$ cat src/rtl/mmce_pkg.sv
package mmce_pkg;
   localparam logic [7:0] CMD_READ  = 8'd1;
   localparam logic [7:0] CMD_WRITE = 8'd2;
   localparam logic [7:0] CMD_DATA  = 8'd3;
   localparam logic [7:0] CMD_ACK   = 8'd4;
   localparam logic [7:0] CMD_NACK  = 8'd5;

   typedef struct packed {
      logic [7:0]  magic;
      logic [7:0]  version;
      logic [7:0]  cmd;
      logic [31:0] addr;
      logic [15:0] len;
      logic [7:0]  flags;
      logic [15:0] tid;
      logic [7:0]  node;
   } hdr_t;

   typedef enum logic [2:0] {
      ST_IDLE, ST_EVAL, ST_FETCH, ST_BUS, ST_RDOUT, ST_DRAIN, ST_RESP
   } state_t;
endpackage

$ cat src/rtl/mmce_hdr_check.sv
module mmce_hdr_check
   import mmce_pkg::*;
#(
   parameter logic [7:0] MAGIC     = 8'hC5,
   parameter logic [7:0] VERSION   = 8'h01,
   parameter int         MAX_BYTES = 8192,
   parameter bit         CHECK_ID  = 1'b1
) (
   input  logic [7:0]  magic,
   input  logic [7:0]  version,
   input  logic [7:0]  cmd,
   input  logic [15:0] len,
   output logic        ok
);
   logic id_ok, cmd_ok, len_ok;

   generate
      if (CHECK_ID) begin : g_id
         assign id_ok = (magic == MAGIC) && (version == VERSION);
      end else begin : g_no_id
         assign id_ok = 1'b1;
      end
   endgenerate

   assign cmd_ok = (cmd == CMD_READ) || (cmd == CMD_WRITE);
   assign len_ok = (len != 16'd0) && (len[1:0] == 2'b00) &&
                   ({16'd0, len} <= 32'(MAX_BYTES));
   assign ok     = id_ok && cmd_ok && len_ok;
endmodule

$ cat src/rtl/mmce_addr_gen.sv
module mmce_addr_gen #(
   parameter int AW   = 32,
   parameter int STEP = 4
) (
   input  logic          clk,
   input  logic          rst_n,
   input  logic          load,
   input  logic          step,
   input  logic          const_mode,
   input  logic [AW-1:0] base,
   output logic [AW-1:0] adr
);
   always_ff @(posedge clk or negedge rst_n) begin
      if (!rst_n)                   adr <= '0;
      else if (load)                adr <= base;
      else if (step && !const_mode) adr <= adr + AW'(STEP);
   end

   // range mode advances by one word per acknowledged word
   assert_range_step_R6: assert property (@(posedge clk) disable iff (!rst_n)
      (step && !load && !const_mode) |=> (adr == $past(adr) + AW'(STEP)));
   // constant mode keeps the address fixed
   assert_const_hold_R6: assert property (@(posedge clk) disable iff (!rst_n)
      (step && !load && const_mode) |=> $stable(adr));
endmodule

$ cat src/rtl/mmce_wdog.sv
module mmce_wdog #(
   parameter int TIMEOUT = 256
) (
   input  logic clk,
   input  logic rst_n,
   input  logic run,
   input  logic kick,
   output logic expire
);
   localparam int CW = (TIMEOUT > 2) ? $clog2(TIMEOUT) : 1;

   logic [CW-1:0] cnt;

   assign expire = run && !kick && (cnt == CW'(TIMEOUT - 1));

   always_ff @(posedge clk or negedge rst_n) begin
      if (!rst_n)                       cnt <= '0;
      else if (!run || kick || expire)  cnt <= '0;
      else                              cnt <= cnt + 1'b1;
   end

   // the wait count never passes the limit
   assert_wdog_bound_R9: assert property (@(posedge clk) disable iff (!rst_n)
      ({{(32-CW){1'b0}}, cnt} < 32'(TIMEOUT)));
endmodule

$ cat src/rtl/mmio_cmd_engine.sv
module mmio_cmd_engine
   import mmce_pkg::*;
#(
   parameter logic [7:0] MAGIC     = 8'hC5,
   parameter logic [7:0] VERSION   = 8'h01,
   parameter int         MAX_BYTES = 8192,
   parameter int         TIMEOUT   = 256,
   parameter int         CONST_BIT = 0,
   parameter bit         CHECK_ID  = 1'b1
) (
   input  logic        clk,
   input  logic        rst_n,
   input  logic        req_valid,
   output logic        req_ready,
   input  logic [7:0]  req_magic,
   input  logic [7:0]  req_version,
   input  logic [7:0]  req_cmd,
   input  logic [31:0] req_addr,
   input  logic [15:0] req_len,
   input  logic [7:0]  req_flags,
   input  logic [15:0] req_tid,
   input  logic [7:0]  req_node,
   input  logic        wr_valid,
   output logic        wr_ready,
   input  logic [31:0] wr_data,
   output logic        wb_cyc,
   output logic        wb_stb,
   output logic        wb_we,
   output logic [3:0]  wb_sel,
   output logic [31:0] wb_adr,
   output logic [31:0] wb_dat_o,
   input  logic [31:0] wb_dat_i,
   input  logic        wb_ack,
   input  logic        wb_err,
   output logic        rd_valid,
   input  logic        rd_ready,
   output logic [31:0] rd_data,
   output logic        rsp_valid,
   input  logic        rsp_ready,
   output logic [7:0]  rsp_cmd,
   output logic [31:0] rsp_addr,
   output logic [15:0] rsp_len,
   output logic [7:0]  rsp_flags,
   output logic [15:0] rsp_tid,
   output logic [7:0]  rsp_node
);
   localparam int MAX_WORDS = MAX_BYTES / 4;
   localparam int WCW       = $clog2(MAX_WORDS + 1);

   generate
      if (MAX_BYTES < 4 || (MAX_BYTES % 4) != 0 || MAX_BYTES > 65532) begin : g_bad_len
         $error("MAX_BYTES must be a multiple of 4 between 4 and 65532");
      end
      if (TIMEOUT < 2) begin : g_bad_tmo
         $error("TIMEOUT must be at least 2");
      end
      if (CONST_BIT < 0 || CONST_BIT > 7) begin : g_bad_bit
         $error("CONST_BIT must select a bit of the flags byte");
      end
   endgenerate

   state_t           state;
   hdr_t             hdr, req_in;
   logic [WCW-1:0]   words_left;
   logic [31:0]      wdat;
   logic             fail, hdr_ok, is_write, in_bus, expire, abort, last_word;

   assign req_in    = {req_magic, req_version, req_cmd, req_addr,
                       req_len, req_flags, req_tid, req_node};
   assign is_write  = (hdr.cmd == CMD_WRITE);
   assign in_bus    = (state == ST_BUS);
   assign abort     = wb_err || expire;
   assign last_word = (words_left == WCW'(1));

   mmce_hdr_check #(.MAGIC(MAGIC), .VERSION(VERSION), .MAX_BYTES(MAX_BYTES),
                    .CHECK_ID(CHECK_ID)) u_check (
      .magic(hdr.magic), .version(hdr.version), .cmd(hdr.cmd),
      .len(hdr.len), .ok(hdr_ok));

   mmce_addr_gen #(.AW(32), .STEP(4)) u_addr (
      .clk(clk), .rst_n(rst_n), .load(state == ST_EVAL),
      .step(in_bus && wb_ack), .const_mode(hdr.flags[CONST_BIT]),
      .base(hdr.addr), .adr(wb_adr));

   mmce_wdog #(.TIMEOUT(TIMEOUT)) u_wdog (
      .clk(clk), .rst_n(rst_n), .run(in_bus),
      .kick(wb_ack || wb_err), .expire(expire));

   always_ff @(posedge clk or negedge rst_n) begin
      if (!rst_n) begin
         state      <= ST_IDLE;
         hdr        <= '0;
         words_left <= '0;
         wdat       <= '0;
         rd_data    <= '0;
         fail       <= 1'b0;
      end else begin
         case (state)
            ST_IDLE: if (req_valid) begin
               hdr   <= req_in;
               fail  <= 1'b0;
               state <= ST_EVAL;
            end
            ST_EVAL: begin
               words_left <= WCW'(hdr.len[15:2]);
               if (!hdr_ok) begin
                  fail  <= 1'b1;
                  state <= ST_RESP;
               end else begin
                  state <= is_write ? ST_FETCH : ST_BUS;
               end
            end
            ST_FETCH: if (wr_valid) begin
               wdat  <= wr_data;
               state <= ST_BUS;
            end
            ST_BUS: begin
               if (wb_ack) begin
                  words_left <= words_left - 1'b1;
                  if (!is_write) begin
                     rd_data <= wb_dat_i;
                     state   <= ST_RDOUT;
                  end else begin
                     state <= last_word ? ST_RESP : ST_FETCH;
                  end
               end else if (abort) begin
                  fail <= 1'b1;
                  if (is_write && !last_word) begin
                     words_left <= words_left - 1'b1;
                     state      <= ST_DRAIN;
                  end else begin
                     state <= ST_RESP;
                  end
               end
            end
            ST_RDOUT: if (rd_ready) begin
               state <= (words_left == '0) ? ST_RESP : ST_BUS;
            end
            ST_DRAIN: if (wr_valid) begin
               words_left <= words_left - 1'b1;
               if (last_word) state <= ST_RESP;
            end
            ST_RESP: if (rsp_ready) state <= ST_IDLE;
            default: state <= ST_IDLE;
         endcase
      end
   end

   assign req_ready = (state == ST_IDLE);
   assign wr_ready  = (state == ST_FETCH) || (state == ST_DRAIN);
   assign wb_cyc    = in_bus;
   assign wb_stb    = in_bus;
   assign wb_we     = in_bus && is_write;
   assign wb_sel    = 4'hF;
   assign wb_dat_o  = wdat;
   assign rd_valid  = (state == ST_RDOUT);
   assign rsp_valid = (state == ST_RESP);
   assign rsp_cmd   = fail ? CMD_NACK : (is_write ? CMD_ACK : CMD_DATA);
   assign rsp_len   = fail ? 16'd0 : hdr.len;
   assign rsp_addr  = hdr.addr;
   assign rsp_flags = hdr.flags;
   assign rsp_tid   = hdr.tid;
   assign rsp_node  = hdr.node;

   // a rejected header never opens a bus cycle
   assert_no_bus_on_reject_R2: assert property (@(posedge clk) disable iff (!rst_n)
      (state == ST_EVAL && !hdr_ok) |=> !wb_cyc);
   // write data stays put while a word waits for its acknowledge
   assert_wdata_stable_R4: assert property (@(posedge clk) disable iff (!rst_n)
      (wb_stb && wb_we && !wb_ack && !abort) |=> $stable(wb_dat_o));
   // a reply only ever carries one of the three reply codes
   assert_reply_type_R1: assert property (@(posedge clk) disable iff (!rst_n)
      rsp_valid |-> (rsp_cmd == CMD_DATA || rsp_cmd == CMD_ACK || rsp_cmd == CMD_NACK));
   // a stalled reply keeps its content
   assert_rsp_hold_R10: assert property (@(posedge clk) disable iff (!rst_n)
      (rsp_valid && !rsp_ready) |=> (rsp_valid && $stable(rsp_cmd) && $stable(rsp_tid)
                                     && $stable(rsp_len)));
   // a stalled read word keeps its value
   assert_rd_hold_R10: assert property (@(posedge clk) disable iff (!rst_n)
      (rd_valid && !rd_ready) |=> (rd_valid && $stable(rd_data)));
   // no new header is taken while a reply is pending
   assert_one_at_a_time_R1: assert property (@(posedge clk) disable iff (!rst_n)
      rsp_valid |-> (!req_ready && !wb_cyc));
endmodule

$ cat config.mk
export PLATFORM = sky130hd
export DESIGN_NAME = mmio_cmd_engine
export DESIGN_NICKNAME = d
export VERILOG_FILES = /design/src/rtl/mmce_pkg.sv /design/src/rtl/mmce_hdr_check.sv /design/src/rtl/mmce_addr_gen.sv /design/src/rtl/mmce_wdog.sv /design/src/rtl/mmio_cmd_engine.sv
export SDC_FILE = /design/constraint.sdc
export NUM_CORES = 1
export LEC_CHECK = 0
export ABC_AREA = 0
export ABC_CLOCK_PERIOD_IN_PS = 3310
export BUFFER_PORTS_ARGS = -buffer_cell sky130_fd_sc_hd__buf_2
export CAP_MARGIN = 40
export CORE_MARGIN = 8
export CORE_UTILIZATION = 35
export CTS_CLUSTER_DIAMETER = 120
export CTS_CLUSTER_SIZE = 28
export DETAILED_ROUTE_END_ITERATION = 6
export SLEW_MARGIN = 10
export SYNTH_ARGS = -nofsm -noshare
export SYNTH_HDL_FRONTEND = slang
export SYNTH_HIERARCHICAL = 1
export SYNTH_SLANG_ARGS = --single-unit
$ cat constraint.sdc
create_clock -name clk -period 3.31 [get_ports clk]
set_input_delay 0.662 -clock clk [delete_from_list [all_inputs] [get_ports clk]]
set_output_delay 0.662 -clock clk [all_outputs]
set_load 0.02 [all_outputs]
# Yosys cells after proc, flatten, opt, wreduce, memory -nomap -nowiden
# Index checks and enable logic that the tools add are counted.
# Widths: inputs -> output; s select.
dict set report word_totals {
  output_inout_bits 195
  elab_cells 108
  in_bits 176
  ff_bits 224
}
dict set report op_classes {
  n_mux 31
  add_sub_neg 3
  magnitude_cmp 1
  eq_ne 23
  reduce_logical 34
  bitwise_logic 1
}
# operator count
set ops {}
lappend ops {{$mux 32} 2}
lappend ops {{$mux 12} 4}
lappend ops {{$mux 3} 14}
lappend ops {{$pmux 12 s3} 1}
lappend ops {{$add 32x3->32 const B} 1}
lappend ops {{$pmux 3 s7} 1}
lappend ops {{$eq 8x1->1 const B} 2}
lappend ops {{$eq 8x8->1 const B} 2}
lappend ops {{$le 16x14->1 const B} 1}
lappend ops {{$mux 16} 1}
lappend ops {{$reduce_bool 16->1} 1}
lappend ops {{$eq 12x1->1 const B} 1}
lappend ops {{$logic_not 12->1} 1}
lappend ops {{$ne 2x2->1 const B} 6}
lappend ops {{$sub 12x1->12 const B} 1}
lappend ops {{$logic_and 1x1->1} 11}
lappend ops {{$eq 3x3->1 const B} 3}
lappend ops {{$add 8x1->8 const B} 1}
lappend ops {{$eq 8x2->1 const B} 1}
lappend ops {{$mux 8} 1}
lappend ops {{$reduce_and 7->1} 1}
lappend ops {{$eq 3x2->1 const B} 2}
lappend ops {{$logic_or 1x1->1} 6}
lappend ops {{$ne 2x1->1 const B} 3}
lappend ops {{other kinds (15)} 25}

# Longest topological paths before layout
# Gate-level depths: netlist of run 1.
dict set report depth {
  depth_word 8
  mapped_depth 12
  ltp_nobuf 10
}

# Modules after synthesis
# The synthesis of run 1 kept the hierarchy.
# mod area_per_inst_um2 instances seq_area_each_um2 cells_per_inst
set by_module_without_submodules {}
lappend by_module_without_submodules {mmio_cmd_engine 8156.6 1 4604.4 623}
lappend by_module_without_submodules {mmce_addr_gen 1891.8 1 800.8 210}
lappend by_module_without_submodules {mmce_wdog 397.9 1 200.2 40}
lappend by_module_without_submodules {mmce_hdr_check 118.9 1 0.0 17}

# Worst setup path after synthesis of run 1
# OpenSTA, ideal clock, no wires.
dict set report synth_path {
  path_kind {reg2reg}
  from {register state[1]}
  to {register u_addr.adr[19]}
  arrival_time_ns 2.599
  setup_time_ns 0.082
  path_buffers 2
  stages_incl_launch_ff 12
  synth_period_minus_slack_ns 2.680
  required_time_ns 3.228
  path_slack_ns 0.630
  path_cell_list {dfrtp_1 clkbuf_1 nor2b_1 nand2_1 inv_1 nand2_1 inv_1 nand4b_1 or4_4 buf_6 or4_1 a31oi_1}
}
dict set report synth_between {
  elab_chain_len 4
  elab_cells_between_ends 6
  cone_classes {2 x eq/ne; 1 x mux; 3 x reduce/logical}
}
# item line_no
set synth_rtl {}
lappend synth_rtl {{start, declared} mmio_cmd_engine.sv:62} ;# state_t state;
lappend synth_rtl {{start signal, assigned} mmio_cmd_engine.sv:110} ;# state <= is_write ? ST_FETCH : ST_BUS;
lappend synth_rtl {{start signal, assigned} mmio_cmd_engine.sv:124} ;# state <= last_word ? ST_RESP : ST_FETCH;
lappend synth_rtl {{start signal, assigned} mmio_cmd_engine.sv:137} ;# state <= (words_left == '0) ? ST_RESP : ST_BUS;
lappend synth_rtl {{$eq 3x2->1} mmio_cmd_engine.sv:71} ;# assign in_bus = (state == ST_BUS);
lappend synth_rtl {{via wb_cyc} mmio_cmd_engine.sv:26} ;# output logic wb_cyc,
lappend synth_rtl {{$logic_and 1x1->1} mmio_cmd_engine.sv:82} ;# .step(in_bus && wb_ack), .const_mode(hdr.flags[CONST_BIT]),
lappend synth_rtl {{$logic_and 1x1->1} mmce_addr_gen.sv:16} ;# else if (step && !const_mode) adr <= adr + AW'(STEP);
lappend synth_rtl {{$reduce_bool 2->1 (no source line)} --}
lappend synth_rtl {{end signal, assigned} mmce_addr_gen.sv:15} ;# else if (load) adr <= base;
lappend synth_rtl {{end signal, assigned} mmce_addr_gen.sv:16}
lappend synth_rtl {{end, declared} mmce_addr_gen.sv:11} ;# output logic [AW-1:0] adr
# The timed path passes the listed nets, and every way through them passes these cells.
# A chain may end at the register's enable or synchronous reset.

# Worst setup path after layout of run 1
dict set report layout_path {
  from {register state[2]}
  to {register u_addr.adr[30]}
}
dict set report layout_between {
  elab_chain_len 4
  elab_cells_between_ends 6
  cone_classes {2 x eq/ne; 1 x mux; 3 x reduce/logical}
}
# item line_no
set layout_rtl {}
lappend layout_rtl {{$eq 3x2->1} mmio_cmd_engine.sv:71}
lappend layout_rtl {{$logic_and 1x1->1} mmio_cmd_engine.sv:82}
lappend layout_rtl {{$logic_and 1x1->1} mmce_addr_gen.sv:16}
lappend layout_rtl {{$reduce_bool 2->1 (no source line)} --}
# Several ways; a longest one is shown, not always the timed one.

==> results.txt, run 1 <==
The post-synthesis cell area came out at roughly 11000 um^2. The die outline height came out at 190 um. The pre-CTS worst setup slack came out at ~0.48 ns. The worst supply voltage drop on vdd is 677 uV.

The slowest stage of the critical path is the or4_1 cell. In the finished design, the share of the clock period the worst path needs comes to 0.846. The post-cts repair resize count is 0. The portion of the post-synthesis area used by sequential elements is 0.531. Yosys mapped a number of flops with a built-in enable equal to 0. The width of the die is between 150 and 200 um. In the post-synthesis netlist, the biggest area contributors are dfrtp_1 53%, mux2_2 18%, buf_4 5.3%. The largest delay contributor family on the critical path is simple AND/OR/NAND/NOR gates. The area fraction in compound gates after synthesis is 0.0628. The first TritonRoute pass finished after 5 iterations. STA classifies the critical path endpoint as a register. The largest stage delay on the critical path is 0.63 ns.

By area, the combinational part of the netlist is dominated by multiplexers. The via count of the routed design came out at approximately 8k. The number of antenna violations at the first check in global routing came to 6. TritonCTS built the clock tree. Of the total synthesized cell area, the portion taken by AND, OR, NAND and NOR gates is 0.124. The CTS clock-pin slew for the worst setup and hold paths came out at roughly 0.11 ns. The first global-routing pass estimated 46900 um of wire. The post-detailed-route DRC marker count came out at 0. The worst hold path belongs to the class in -> async.

The final-layout fill cell count came out at 2879. The via count of the first global-routing pass came out at approximately 8.3k. The data required time of the critical path is ~3.7 ns. Walking the worst path, the cells encountered are nor2b_1, nand2_1, inv_1, nand2_1, inv_1, nor2b_1, nand3_1, or4_1, a31oi_1. Measured against the total synthesized area, the mux share comes to 0.186. The pin count of the biggest net entering global routing came out at 85. The total power is between 0.01 and 0.015 W. The count of cells in the finished layout, fillers not included, comes to 1562. The first routing iteration left approximately 450 violations. The number of H-tree levels came out at 1. In the synthesized netlist the dominant register cell turns out to be dfrtp_1. The average routed wire per standard cell is ~19 um. Signal routing reaches up to met5. The number of flip-flops and latches in the synthesized netlist is roughly 220. The final-report max-slew violation count came to 0. The clock period could shrink to ~2.8 ns.

Buffers inserted to repair hold after CTS numbered 0. The detailed placer's ending HPWL is between 20000 and 25000 um. The static leakage is 5.80 nW.

The worst pin sits at a relative slew slack of 0.520. The placeable core region is 29700 um^2. A synthesized cell averages ~12 um^2.

The top achievable clock speed came out at between 0.3 and 0.4 GHz. The floorplan step defined a die boundary enclosing 36000 um^2. The top-level port count is ~370. The peak fanout along the critical path came out at 13. The worst-case clock buffer depth came out at 3. For this run, the total global-route usage over all layers was measured as 0.159. The final worst-path setup slack is roughly 0.51 ns. The cell sitting at the root of the clock tree is a clkbuf_16.

Of all flip-flops after synthesis, the portion carrying an async set or reset was 1.00. During placement, the flow inserted port buffers numbering 361. The type of origin of the critical path is a register. Setup violations remaining at the end of the flow were counted as 0. The flow ran to the end, and the final reports show no timing, DRC or antenna violations. The final antenna diode count is 0. The setup TNS after final layout is 0 ns. The total congestion overflow after global routing came out at 0. The number of placement rows came out at 63.

After detailed routing, the number of vias per cell comes to 5.02. The slew at the pin with the worst max-slew slack came out at 0.715 ns. The routed length on met1 is approximately 12000 um. The XOR/XNOR share of the synthesized area came out at 0.0141.

Yosys printed 6 warnings. For the worst setup path, the data arrival time is 3.20 ns. The insertion delay of the later-clocked pin in the worst-skew pair is roughly 0.48 ns. The top-area cell type share of the netlist area is 0.531. The arithmetic-cell share of the synthesized area counting full adders, half adders and majority gates is 0.00592.

The post-route antenna net violation count came out at 0. The clock sink count is about 220. The post-synthesis cell count is a little under 900.

For this design the ratio of total power to cell area is just under 1000 nW/um^2. The initial cell density of the core came out at 0.356. The setup skew after layout came out at around 0.026 ns. The detailed route wirelength on metal3 is 2770 um. The total length of routed wires came out at a little under 30000 um. The buffers plus inverters on the worst setup path is 2.

The final design utilization came out at 0.427. From synthesis to final layout, the design area changed by 20.1%. dfrtp_1 takes more of the synthesized area than any other cell. The final layout net count came out at around 1.4k. The wire length on met2 came out at roughly 14000 um. The type of the worst setup path is reg -> reg. The count of placed standard cells including taps came out at 1547. The number of hold violations in the final report came out at 0. The routability congestion estimate from global placement came out at 0.868. After clock tree synthesis, the setup repair step added 0 buffers. The share of cells above drive strength 1 came out at 0.494.

The number of buffers created by CTS is 12. The max-cap check violation count is 0. The unique cell type count in the Yosys netlist came out at between 60 and 70.

Setup repair after global routing left no endpoint under its margin.
==> cell families after synthesis <==
kind of cell | Yosys count
buf+inv | 132
flops | 224
other cells | 2
fa+ha+maj | 5
mux | 175
simple gates | 233
xor+xnor | 17
compound gates | 102
==> stage by stage <==
step	cell area (um^2)	hold slack (ns)
final	12700	0.182
after global routing	12700	0.206
after CTS	12700	0.183
after detailed placement	12300	0.488
after global placement	12300	0.483
after floorplan	10600	0.366
==> per-layer routing <==
metal  global-route usage  vias up
li1                     -     3671
met1                0.197     3820
met2                0.264      292
met3               0.0580       42
met4               0.0349       12
met5                    0        -
==> registers in the layout, indices dropped and copies added, names as in the netlist, 3 cells and up <==
signal,count
hdr,40
rsp_node,8
wb_dat_o,32
words_left,12
state,3
u_wdog/cnt,8
rsp_tid,16
rsp_addr,32
rd_data,32
rsp_flags,8
u_addr/adr,32
==> cells in the mapped netlist, drive strengths merged, types with 7 or more instances <==
cell and n:
dfrtp 224, mux2 172, buf 79, nand2 46, nor2 36, o21ai 33
clkbuf 32, or4 22, nor2b 19, inv 18, nand3 18, nor3 17
a31oi 16, nand4 15, nor4 15, o31ai 12, a21oi 11, xor2 9
or3 8, xnor2 8, o211ai 7
==> area by class of cell <==
cell class	count	area, um^2	share of cell area
flip-flops and latches	224	5610	0.442
multi-input cells	541	4200	0.331
repair buffers	373	1960	0.154
well taps	390	488	0.0385
clock buffers	13	325	0.0256
inverters	19	71.3	0.00562
clock inverters	2	38.8	0.00306
==> placed cells by master, fill, tap and decap left out, drive strengths merged, types with 3 or more instances in the layout <==
master and count:
nand2b 6, dfrtp 224, o21ai 33, nand2 46, ha 5, a21oi 11, nor2 36, xnor2 8
nand4 15, and3 6, xor2 9, clkbuf 13, nor3 17, inv 19, a31oi 16, or4 22
mux2i 3, nor4b 6, o31ai 12, o211ai 7, buf 373, conb 9, nor4 15, a22oi 4
nand3b 4, nor2b 19, and2 5, or3 8, nand3 18, mux2 172
==> power breakdown <==
group / internal, W / switching (W) / total, W
logic: 0.00242 / 0.00339 / 0.00581
clock network: 0.000732 / 0.000908 / 0.00164
registers: 0.00406 / 0.00107 / 0.00512
total: 0.00721 / 0.00537 / 0.0126
==> worst reg2reg max path, delay by kind of cell, from the launching register on <==
family	cells	cell delay (ns)
buf+inv	2	0.29
simple gates	6	1.89
compound gates	1	0.17
flops	1	0.39
==> final timing paths <==
check / to / slack [ns] / depth (start not counted) / from
min in group clk: hdr[84] / 0.40 / 2 / req_cmd[4]
max in group asynchronous: wb_dat_o[10] / 2.35 / 2 / rst_n
worst min-delay path: words_left[10] / 0.18 / 1 / rst_n
worst min register to register: rd_data[12] / 0.51 / 1 / rd_data[12]
worst max register to register: u_addr/adr[30] / 0.51 / 9 / state[2]
worst max-delay path: u_addr/adr[30] / 0.51 / 9 / state[2]
Note: power is estimated with default switching activity, not from simulation.
==> run 2, diff against run 1 <==
--- a/config.mk
+++ b/config.mk
@@ -6,7 +6,7 @@
 export NUM_CORES = 1
 export LEC_CHECK = 0
 export ABC_AREA = 0
-export ABC_CLOCK_PERIOD_IN_PS = 3310
+export ABC_CLOCK_PERIOD_IN_PS = 2800
 export BUFFER_PORTS_ARGS = -buffer_cell sky130_fd_sc_hd__buf_2
 export CAP_MARGIN = 40
 export CORE_MARGIN = 8
==> constraint.sdc (replaced) <==
create_clock -name clk -period 2.8 [get_ports clk]
set_input_delay 0.56 -clock clk [delete_from_list [all_inputs] [get_ports clk]]
set_output_delay 0.56 -clock clk [all_outputs]
set_load 0.02 [all_outputs]
==> results.txt, run 2 (synthesis results as in run 1) <==
The pin count of the biggest net entering global routing is 75 (-12%). TritonCTS built the clock tree. The critical path is of the reg -> out type. The largest delay contributor family on the critical path is simple AND/OR/NAND/NOR gates. The worst setup path is captured at an output port. The area of the die came out at 36000 um^2 (unchanged). The flip-flop count of the largest register, all copies and words added came out at 40 (unchanged). The register with the most flip-flops in the final layout is hdr.

The die outline height was 190 um (unchanged). The normalized max-slew margin is 0.583 (+0.0626). The final layout net count is 1360 (+0.59%). The detailed placer's ending HPWL is 22800 um (-0.84%). The count of routing violations after the opening detailed-route iteration was 466 (+3.8%).

In the finished design, the share of the clock period the worst path needs comes to 0.927. Setup repair after global routing left no endpoint under its margin. The routability congestion estimate from global placement is 0.845 (-2.6%). The hold buffer count at cts came out at 0 (unchanged). The signed area change from the synthesized netlist to the final layout came out at 20.3%.

The number of buffers created by CTS came out at 11 (-1). The per-cell via count in the routed design came to 5.02 (+0.10%). The total congestion overflow after global routing is 0 (unchanged). The max-cap check violation count was 0 (unchanged).

The CTS clock-pin slew for the worst setup and hold paths came out at 0.11 ns (about the same). The data arrival at the endpoint of the critical path is 2.04 ns (-1.16 ns). The buffers plus inverters on the worst setup path is 1 (-1). The flow ran to the end, and the final reports show no timing, DRC or antenna violations. The post-route antenna net violation count came out at 0 (unchanged).

The peak fanout along the critical path was 9 (-4). The final design utilization came out at 0.428 (+0.000716). The setup skew after layout is 0.0140 ns (-0.0117 ns). The total power per unit cell area came out at 1160 nW/um^2 (+17%). The worst-case clock buffer depth was 3 (unchanged). The initial cell density of the core is 0.356 (unchanged). Leaving out fill and tap cells, the most frequent cell in the layout is buf_2. The largest stage delay on the critical path came to 0.50 ns (-0.13 ns). The post-detailed-route DRC marker count came out at 0 (unchanged). The worst supply voltage drop on vdd is 595 uV (-12%). Walking the worst path, the cells encountered are nor4b_1, nand2_2, nor2_1, buf_2. The root buffer cell is clkbuf_16.

The type of origin of the critical path is a register. The top achievable clock speed came out at 0.385 GHz. The total length of routed wires is 29600 um (-0.48%).

The placeable core region came out at 29700 um^2 (unchanged). The average routed wire per standard cell came to 18.9 um (-0.86%). The count of port buffers added during placement came out at 361 (unchanged). The global-route wire length before repair is 47100 um (+0.35%). The number of placement rows is 63 (unchanged). The library cells used most frequently in the layout, excluding fill and tap cells, are 360 x buf_2, 224 x dfrtp_1, 172 x mux2_2, 45 x nand2_1, 35 x nor2_1. The final setup violation count is 0 (unchanged). The class of the worst hold path is in -> async. The number of antenna violations at the first check in global routing is 3 (-3).

The slew at the pin with the worst max-slew slack is 0.620 ns (-0.0951 ns). The number of H-tree levels came to 1 (unchanged). The setup TNS after final layout is 0 ns (unchanged). The width of the die came out at 190 um (unchanged). The clock sink count was 224 (unchanged). Counting I/O delays and the setup requirement, the final critical path takes between 2 and 3 ns. The final-report max-slew violation count came out at 0 (unchanged). The top-level port count is 371 (unchanged). The number of detailed-route iterations in the first pass is 4 (-1). The insertion delay of the later-clocked pin in the worst-skew pair is 0.47 ns (about the same). The share of cells above drive strength 1 is 0.497 (+0.00300). The data required time of the critical path is 2.24 ns (-1.47 ns). The via count of the first global-routing pass is 8371 (+0.40%). The via count of the routed design came out at 7875 (+0.48%). The number of hold violations in the final report came out at 0 (unchanged). On the critical path, the stage with the largest delay is an instance of nor4b_1. The static leakage came to 5.82 nW (+0.24%). The combined global-route utilization of all metal layers came to 0.159 (+0.000262).
## run 2: changes by cell type in the layout (fill, tap and decap cells not counted), sizes merged
cell and delta:
buf +9, clkbuf -2, clkinv -1, diode +1, inv -1
## run 2: final cells by class
cell class,instances,area [um^2]
clock buffer,11,275
antenna,1,2.50
timing repair buffer,382,2060
tap,390,488
fill,2842,17000
multi-input combinational,541,4200
sequential,224,5610
inverter,19,71.3
## run 2: path summary, 6_finish.rpt
| check | startpoint | to | slack, ns | depth (start not counted) |
|---|---|---|---|---|
| setup / recovery | hdr[87] | wb_we | 0.20 | 4 |
| hold / removal | rst_n | words_left[9] | 0.02 | 1 |
| setup reg to reg | state[2] | u_addr/adr[29] | 0.29 | 9 |
| hold reg to reg | hdr[103] | hdr[103] | 0.51 | 1 |
| max in group asynchronous | rst_n | wb_dat_o[15] | 1.91 | 2 |
| min in group clk | req_addr[1] | rsp_addr[1] | 0.31 | 2 |
## run 2: power by group
group          internal, W  switching [W]  total, W  leakage (nW)
Combinational      0.00294        0.00401   0.00695          2.97
Clock             0.000714        0.00100   0.00172         0.136
Sequential         0.00479        0.00124   0.00603          2.71
## run 2: layer usage
| metal | share of wire | global-route usage | wire length [um] |
|---|---|---|---|
| met5 | 0.0014 | 0 | 41 |
| met3 | 0.096 | 0.0590 | 2840 |
| met4 | 0.012 | 0.0277 | 367 |
| met1 | 0.42 | 0.200 | 12400 |
| met2 | 0.47 | 0.263 | 14000 |
## run 2: repair_timing
action | in CTS | in global routing
buffers inserted | 0 | 0
endpoints found under the setup margin | 0 | 4
gates resized for setup | 0 | 1
## run 2: through the flow
stage	instance area [um^2]	hold slack [ns]	setup slack, ns	std cells	total power, W
after floorplan	10600	0.264	0.120	897	0.0111
after global placement	12400	0.483	0.210	1556	0.0130
after detailed placement	12400	0.488	0.143	1556	0.0131
after CTS	12700	0.0420	0.0683	1567	0.0149
after global routing	12700	0.0373	0.0415	1567	0.0158
final	12700	0.0195	0.203	1568	0.0147
